$ cat config.mk
export PLATFORM = sky130hd
export DESIGN_NAME = default_cos_deriver
export DESIGN_NICKNAME = d
export VERILOG_FILES = /design/src/rtl/cos_pkg.sv /design/src/rtl/cos_sel_ctrl.sv /design/src/rtl/cos_datapath.sv /design/src/rtl/default_cos_deriver.sv
export SDC_FILE = /design/constraint.sdc
export NUM_CORES = 1
export LEC_CHECK = 0
export ABC_AREA = 1
export BUFFER_PORTS_ARGS = -buffer_cell sky130_fd_sc_hd__buf_2
export CAP_MARGIN = 30
export CORE_AREA = 2 2 39 41
export CTS_CLUSTER_SIZE = 14
export DETAILED_ROUTE_END_ITERATION = 16
export DIE_AREA = 0 0 41 43
export SETUP_SLACK_MARGIN = 0.5
export SYNTH_ARGS = -nofsm -noshare
export SYNTH_HDL_FRONTEND = slang
export SYNTH_SLANG_ARGS = --single-unit
$ cat constraint.sdc
create_clock -name clk -period 1.05 [get_ports clk]
set_input_delay 0.21 -clock clk [delete_from_list [all_inputs] [get_ports clk]]
set_output_delay 0.21 -clock clk [all_outputs]
set_load 0.005 [all_outputs]
$ cat src/rtl/cos_pkg.sv
package cos_pkg;

  localparam int COS_W  = 3;
  localparam int QIDX_W = 2;
  localparam int IFT_W  = 2;

  typedef enum logic [IFT_W-1:0] {
    IF_BRIDGED = 2'd0,
    IF_ROUTED  = 2'd1,
    IF_SUBIF   = 2'd2,
    IF_MPLS    = 2'd3
  } ifKind_e;

  // queue indices in front of the processing pipeline
  localparam logic [QIDX_W-1:0] Q_NETCTRL = 2'd0;
  localparam logic [QIDX_W-1:0] Q_HIGH    = 2'd1;
  localparam logic [QIDX_W-1:0] Q_LOW     = 2'd2;
  localparam logic [QIDX_W-1:0] Q_SPARE   = 2'd3;

  // strobes from control to datapath; exactly one select is set when loading
  typedef struct packed {
    logic loadEn;
    logic usePcp;
    logic usePrec;
    logic useExp;
    logic useZero;
  } cosCtrl_t;

endpackage

$ cat src/rtl/cos_sel_ctrl.sv
module cos_sel_ctrl
  import cos_pkg::*;
(
  input  logic             inValid,
  input  logic [IFT_W-1:0] ifType,
  input  logic             vlanPresent,
  input  logic             labelPresent,
  output cosCtrl_t         ctrl
);

  ifKind_e kind;
  assign kind = ifKind_e'(ifType);

  always_comb begin
    ctrl = '0;
    ctrl.loadEn = inValid;
    unique case (kind)
      IF_BRIDGED: begin
        if (vlanPresent) ctrl.usePcp  = 1'b1;
        else             ctrl.useZero = 1'b1;
      end
      IF_ROUTED, IF_SUBIF: begin
        // sub-interface tag priority is deliberately not trusted
        ctrl.usePrec = 1'b1;
      end
      IF_MPLS: begin
        if (labelPresent) ctrl.useExp  = 1'b1;
        else              ctrl.usePrec = 1'b1;
      end
      default: ctrl.useZero = 1'b1;
    endcase
  end

endmodule

$ cat src/rtl/cos_datapath.sv
module cos_datapath
  import cos_pkg::*;
#(
  parameter int NC_MIN_COS = 6,
  parameter int HI_COS     = 5
) (
  input  logic              clk,
  input  logic              rstN,
  input  cosCtrl_t          ctrl,
  input  logic [COS_W-1:0]  vlanPcp,
  input  logic [COS_W-1:0]  ipPrec,
  input  logic [COS_W-1:0]  topExp,
  output logic              outValid,
  output logic [COS_W-1:0]  outCos,
  output logic [QIDX_W-1:0] outQueue
);

  localparam logic [COS_W-1:0] NC_MIN = COS_W'(NC_MIN_COS);
  localparam logic [COS_W-1:0] HI_VAL = COS_W'(HI_COS);

  logic [COS_W-1:0]  cosNext;
  logic [QIDX_W-1:0] queueNext;

  // AND-OR select keeps the mux one level deep
  always_comb begin
    cosNext = ({COS_W{ctrl.usePcp}}  & vlanPcp)
            | ({COS_W{ctrl.usePrec}} & ipPrec)
            | ({COS_W{ctrl.useExp}}  & topExp);
  end

  always_comb begin
    if (cosNext >= NC_MIN)      queueNext = Q_NETCTRL;
    else if (cosNext == HI_VAL) queueNext = Q_HIGH;
    else                        queueNext = Q_LOW;
  end

  always_ff @(posedge clk) begin
    if (!rstN) begin
      outValid <= 1'b0;
      outCos   <= '0;
      outQueue <= '0;
    end else begin
      outValid <= ctrl.loadEn;
      if (ctrl.loadEn) begin
        outCos   <= cosNext;
        outQueue <= queueNext;
      end
    end
  end

endmodule

$ cat src/rtl/default_cos_deriver.sv
module default_cos_deriver
  import cos_pkg::*;
#(
  parameter int NC_MIN_COS = 6,
  parameter int HI_COS     = 5
) (
  input  logic        clk,
  input  logic        rstN,
  input  logic        inValid,
  input  logic [1:0]  ifType,
  input  logic        vlanPresent,
  input  logic [2:0]  vlanPcp,
  input  logic [2:0]  ipPrec,
  input  logic        labelPresent,
  input  logic [2:0]  topExp,
  output logic        outValid,
  output logic [2:0]  outCos,
  output logic [1:0]  outQueue
);

  cosCtrl_t selCtrl;

  cos_sel_ctrl ctrl_i (
    .inValid      (inValid),
    .ifType       (ifType),
    .vlanPresent  (vlanPresent),
    .labelPresent (labelPresent),
    .ctrl         (selCtrl)
  );

  cos_datapath #(
    .NC_MIN_COS (NC_MIN_COS),
    .HI_COS     (HI_COS)
  ) dp_i (
    .clk      (clk),
    .rstN     (rstN),
    .ctrl     (selCtrl),
    .vlanPcp  (vlanPcp),
    .ipPrec   (ipPrec),
    .topExp   (topExp),
    .outValid (outValid),
    .outCos   (outCos),
    .outQueue (outQueue)
  );

endmodule

* Yosys cells after proc, flatten, opt, wreduce, memory -nomap -nowiden
Index checks and enable logic that the tools add are counted.
** Word-level totals
- Register bits after elaboration :: 6
- Input bits :: 16
- Logic and storage cells :: 23
** Operators by class
- Magnitude comparators :: 1
- Equality and inequality tests :: 4
- Muxes and demuxes :: 8
- Bitwise operators :: 5
- Reduce and logical (&&, ||, !) cells :: 2
** Operator list (number)
- AND 3 bit :: 3
- bitwise OR 3 bit :: 2
- two-way mux 1 bit :: 5
- == test 2 bit, second input constant :: 2
- two-way mux 2 bit :: 2
- == test 3 bit, second input constant :: 1
- >= comparator 3 bit, second input constant :: 1
- == test 2 x 1 -> 1 bit, second input constant :: 1
- logical NOT 2 bit :: 1
- case mux 1 bit (2 select lines) :: 1
- OR reduction 2 bit :: 1

* Logic depth before layout (Yosys ltp)
- Word-level depth :: 9
- Mapped depth :: 10
- Depth with buffers taken out :: 10

* Cells and area by module
Synthesis repeated with hierarchy kept, for this count alone.
** Unflattened totals
- Cell total of the unflattened synthesis :: 56
- Area, all modules :: 380.4 µm²
** Modules (own cells, without submodules)
- cos_datapath :: times used 1, cells an instance 40, area each 285.3 µm², sequential area each 120.1 µm²
- cos_sel_ctrl :: times used 1, cells an instance 16, area each 95.1 µm², sequential area each 0.0 µm²

* Least setup slack after synthesis
Ideal clock, no wire load.
- Kind :: input -> register
- From :: input ifType[0]
- To :: register dp_i.outCos[1]
- Arrival :: 0.955 ns
- Data required time :: 0.934 ns
- Setup slack :: -0.021 ns
- Cell stages on the path :: 10
- Path buffers :: 0
- Cell sequence :: inv_1 > ha_1 > inv_1 > nand2_2 > nand3_2 > nand2_2 > inv_2 > nand2_1 > o211ai_1 > inv_1
** Between the ends
- Word-level cells in the longest chain between the ends :: 6
- Elaborated cells between the ends (all ways) :: 13
- Those cells by class :: 3 x eq/ne; 3 x mux; 5 x bitwise; 2 x reduce/logical
** Ends and longest elaborated chain
- from (decl) :: line default_cos_deriver.sv:10 : input logic [1:0] ifType,
- == test 2 x 1 -> 1 bit or == test 2 bit (tied branches) :: line cos_sel_ctrl.sv:17 : unique case (kind)
- OR reduction 2 bit :: line cos_sel_ctrl.sv:17
- case mux 1 bit (2 select lines) :: line cos_sel_ctrl.sv:17
- AND 3 bit :: line cos_datapath.sv:27 : | ({COS_W{ctrl.usePrec}} & ipPrec)
- bitwise OR 3 bit :: line cos_datapath.sv:27
- bitwise OR 3 bit (*) :: line cos_datapath.sv:28 : | ({COS_W{ctrl.useExp}} & topExp);
- to (signal assigned) :: line cos_datapath.sv:45 : outCos <= cosNext;
- to (decl) :: line cos_datapath.sv:14 : output logic [COS_W-1:0] outCos,
Every way passes the cells marked *; elsewhere a longest branch is shown, timed or not.
A chain may end at the register's enable or synchronous reset.

* Worst setup path in the final report
Same ends and word-level chain as after synthesis.

==> flow_summary_export.csv <==
group,metric,value,unit
clock_tree,cts_max_level,1,
sta,drv_slew,0,
setup_path,end_kind,"flip-flop",
sta,finalHoldViolCount,0,
floorplanning,num_io_pins,22,
detailed_routing,dr.pass1.iters,4,
synthesis,ys_types,14,
layout,syn2layout_area_growth,60.38,%
sta,period_share,0.8617,
clock_tree,clk_pin_slew,0.04,ns
global_route,grt_max_degree,11,
clock_tree,post-cts-setup-buffer-count,0,
sta,rsz0062_at_grt,"yes",
floorplanning,initial_utilization,0.2875,
power_and_ir_drop,vdd_drop_max,0.0009343,V
layout,final_nets,99,
detailed_routing,wirelength,814,µm
power_and_ir_drop,p_leak,0.3491,nW
clock_tree,clock_path_buffers,2,
placement,dpl_worst_slack,-0.2260,ns
sta,finalCriticalPeriod,0.9048,ns
floorplanning,die_w,41,µm
worst_hold_path,hp-class,"input port to flip-flop",
clock_tree,cts_tree,"yes",
setup_path,startpoint_type,"input port",
power_and_ir_drop,power_density,1017,nW/µm²
sta,relSlewSlack,0.8710,
setup_path,crit_cells,11,
clock_tree,cts.sinks,6,
power_and_ir_drop,p_total,0.0006490,W
synthesis,netlist.area_leader.share,0.3019,
synthesis,syn_nets,74,
layout,final_core_util,0.4611,
setup_path,cp_num_buf_inv,5,
sta,fmax,1105,MHz
global_route,grt_usage,0.1067,
detailed_routing,avgViaCountPerCell,4.221,
setup_path,cp_data_arrival_time,1.03,ns
worst_hold_path,min_delay_path_depth,3,
setup_path,required,1.17,ns
clock_tree,clockRootBuffer,"clkbuf_4",
sta,setup-violations-final,0,
detailed_routing,avgRoutedWirePerCell,8.568,µm
sta,worst_pin_slew,0.1915,ns
global_route,grt_first_pass_wirelength,1359,µm
placement,port-buffer-count,21,
status,status,"completed",
placement,gp_congestion,0.7394,
floorplanning,core-area,1384,µm²
synthesis,syn_area,397.9,µm²
synthesis,ys_seq_elements,6,
layout,stdcell_count,95,
global_route,grt-ovfl-total,0,
setup_path,slowest_delay,0.23,ns
synthesis,avgSynthCellArea,7.105,µm²
setup_path,path_cells,"buf_12 -> inv_8 -> ha_4 -> inv_4 -> nand2_4 -> nand3_2 -> nand2_2 -> inv_2 -> nand2_1 -> o211ai_1 -> inv_1",
floorplanning,die_area,1763,µm²
setup_path,reg2reg_depth,2,
detailed_routing,drcViolationCount,0,
flow_run,cap_viol_max_count,0,
detailed_routing,vias,401,
floorplanning,rows,14,
clock_tree,clk_latency,0.23,ns
layout,diodes,0,
global_route,grt_pass1_vias,360,
placement,hpwlAfterDp,704.7,µm
synthesis,yosys_warnings,0,
synthesis,synthTopCellsByArea,"dfxtp_1, inv_1, nand3_2",
clock_tree,cts-hold-fix-buffers,0,
detailed_routing,drtIter0Drc,3,
sta,setup_slack,0.1452,ns
synthesis,seq_area_frac_synth,0.3019,
placement,dp.cells,92,
synthesis,synthCells,56,
floorplanning,dieHeight,43,µm
setup_path,critical-path-top-delay-family,"buffers and inverters",
setup_path,crit_fanout,3,
clock_tree,cts_buffers,3,
sta,fin_skew,0,ns
detailed_routing,ant_nets,0,
setup_path,cp_slowest_cell,"ha_4",
global_route,antenna_found_initial,0,
synthesis,synth_area_leader_cell,"dfxtp_1",
layout,drive_gt1_frac,0.5949,
setup_path,path_class,"input port to flip-flop",
worst paths after layout:
check | start | endpoint | slack (ns)
setup reg to reg | dp_i.outQueue[0]$_SDFFE_PN0P_ | dp_i.outQueue[0]$_SDFFE_PN0P_ | 0.41
setup / recovery | ifType[0] | dp_i.outCos[1]$_SDFFE_PN0P_ | 0.15
hold reg to reg | dp_i.outCos[2]$_SDFFE_PN0P_ | dp_i.outCos[2]$_SDFFE_PN0P_ | 0.47
hold / removal | rstN | dp_i.outQueue[1]$_SDFFE_PN0P_ | 0.23
synthesized netlist by cell type (all sizes together):
cell type	number
nor2	3
ha	2
inv	15
a21oi	1
buf	1
nand3	12
nand2	12
o21ai	1
dfxtp	6
o211ai	3
layout make-up:
type                    count  area, µm²
fillers                   130      745.7
multi-input cells          34      250.2
repair buffers             21      141.4
well taps                  16      20.02
flip-flops and latches      6      125.1
inverters                  15      78.83
clock buffers               3      22.52
worst min-delay path: stages:
cell	delay, ns
buf_2	0.13
inv_1	0.05
nor2_1	0.03
cell families after synthesis:
group / after synthesis / share of synthesized area
buf+inv: 16 / 0.1698
compound gates: 5 / 0.09118
simple gates: 27 / 0.3742
flops: 6 / 0.3019
fa+ha+maj: 2 / 0.06288
power breakdown:
group / switching [W] / internal, W
Clock: 0.0000704 / 0.000128
Combinational: 0.0000985 / 0.0000967
Sequential: 0.00000681 / 0.000248
Total: 0.000176 / 0.000473
metrics by stage:
stage	hold WS (ns)	cell area [µm²]	setup TNS [ns]
2_1_floorplan	0.3076	445.4	0
3_3_place_gp	0.4651	559.3	-0.7820
3_5_place_dp	0.4654	559.3	-0.8838
4_1_cts	0.2288	621.8	0
5_1_grt	0.2342	638.1	0
6_report	0.2335	638.1	0
repair_timing:
| item | 4_1_cts | 5_1_grt |
|---|---|---|
| gates resized for setup | 12 | 5 |
| gates cloned | 0 | 0 |
| pin swaps | 7 | 3 |
| endpoints found under the hold margin | 0 | 0 |
| endpoints found under the setup margin | 11 | 11 |
metal layers:
layer,vias to the layer above,track usage,wire length (µm)
li1,220,-,-
met1,169,0.1396,370
met2,12,0.1656,364
met3,0,0.03665,79
met4,0,0.02000,0
met5,-,0,0
flip-flops by register name (all words and copies together), names as in the netlist:
register       cells
dp_i.outValid      1
dp_i.outQueue      2
dp_i.outCos        3
cell usage in the layout (no fill, tap or decap):
cell | synthesis | final
nand2_4 | 0 | 1
nand3_1 | 7 | 6
a21oi_2 | 1 | 1
dfxtp_1 | 6 | 2
dfxtp_2 | 0 | 4
inv_12 | 0 | 1
o21ai_0 | 1 | 1
clkbuf_4 | 0 | 3
inv_2 | 1 | 2
o211ai_1 | 3 | 3
buf_12 | 0 | 2
nor2_2 | 1 | 1
inv_4 | 0 | 1
buf_6 | 1 | 1
nand2_2 | 2 | 3
nor2_1 | 2 | 2
nand2_1 | 10 | 8
inv_8 | 0 | 1
inv_1 | 14 | 10
nand3_2 | 5 | 6
buf_2 | 0 | 18
ha_4 | 0 | 2
No activity file was read; power rests on OpenSTA's default activity.
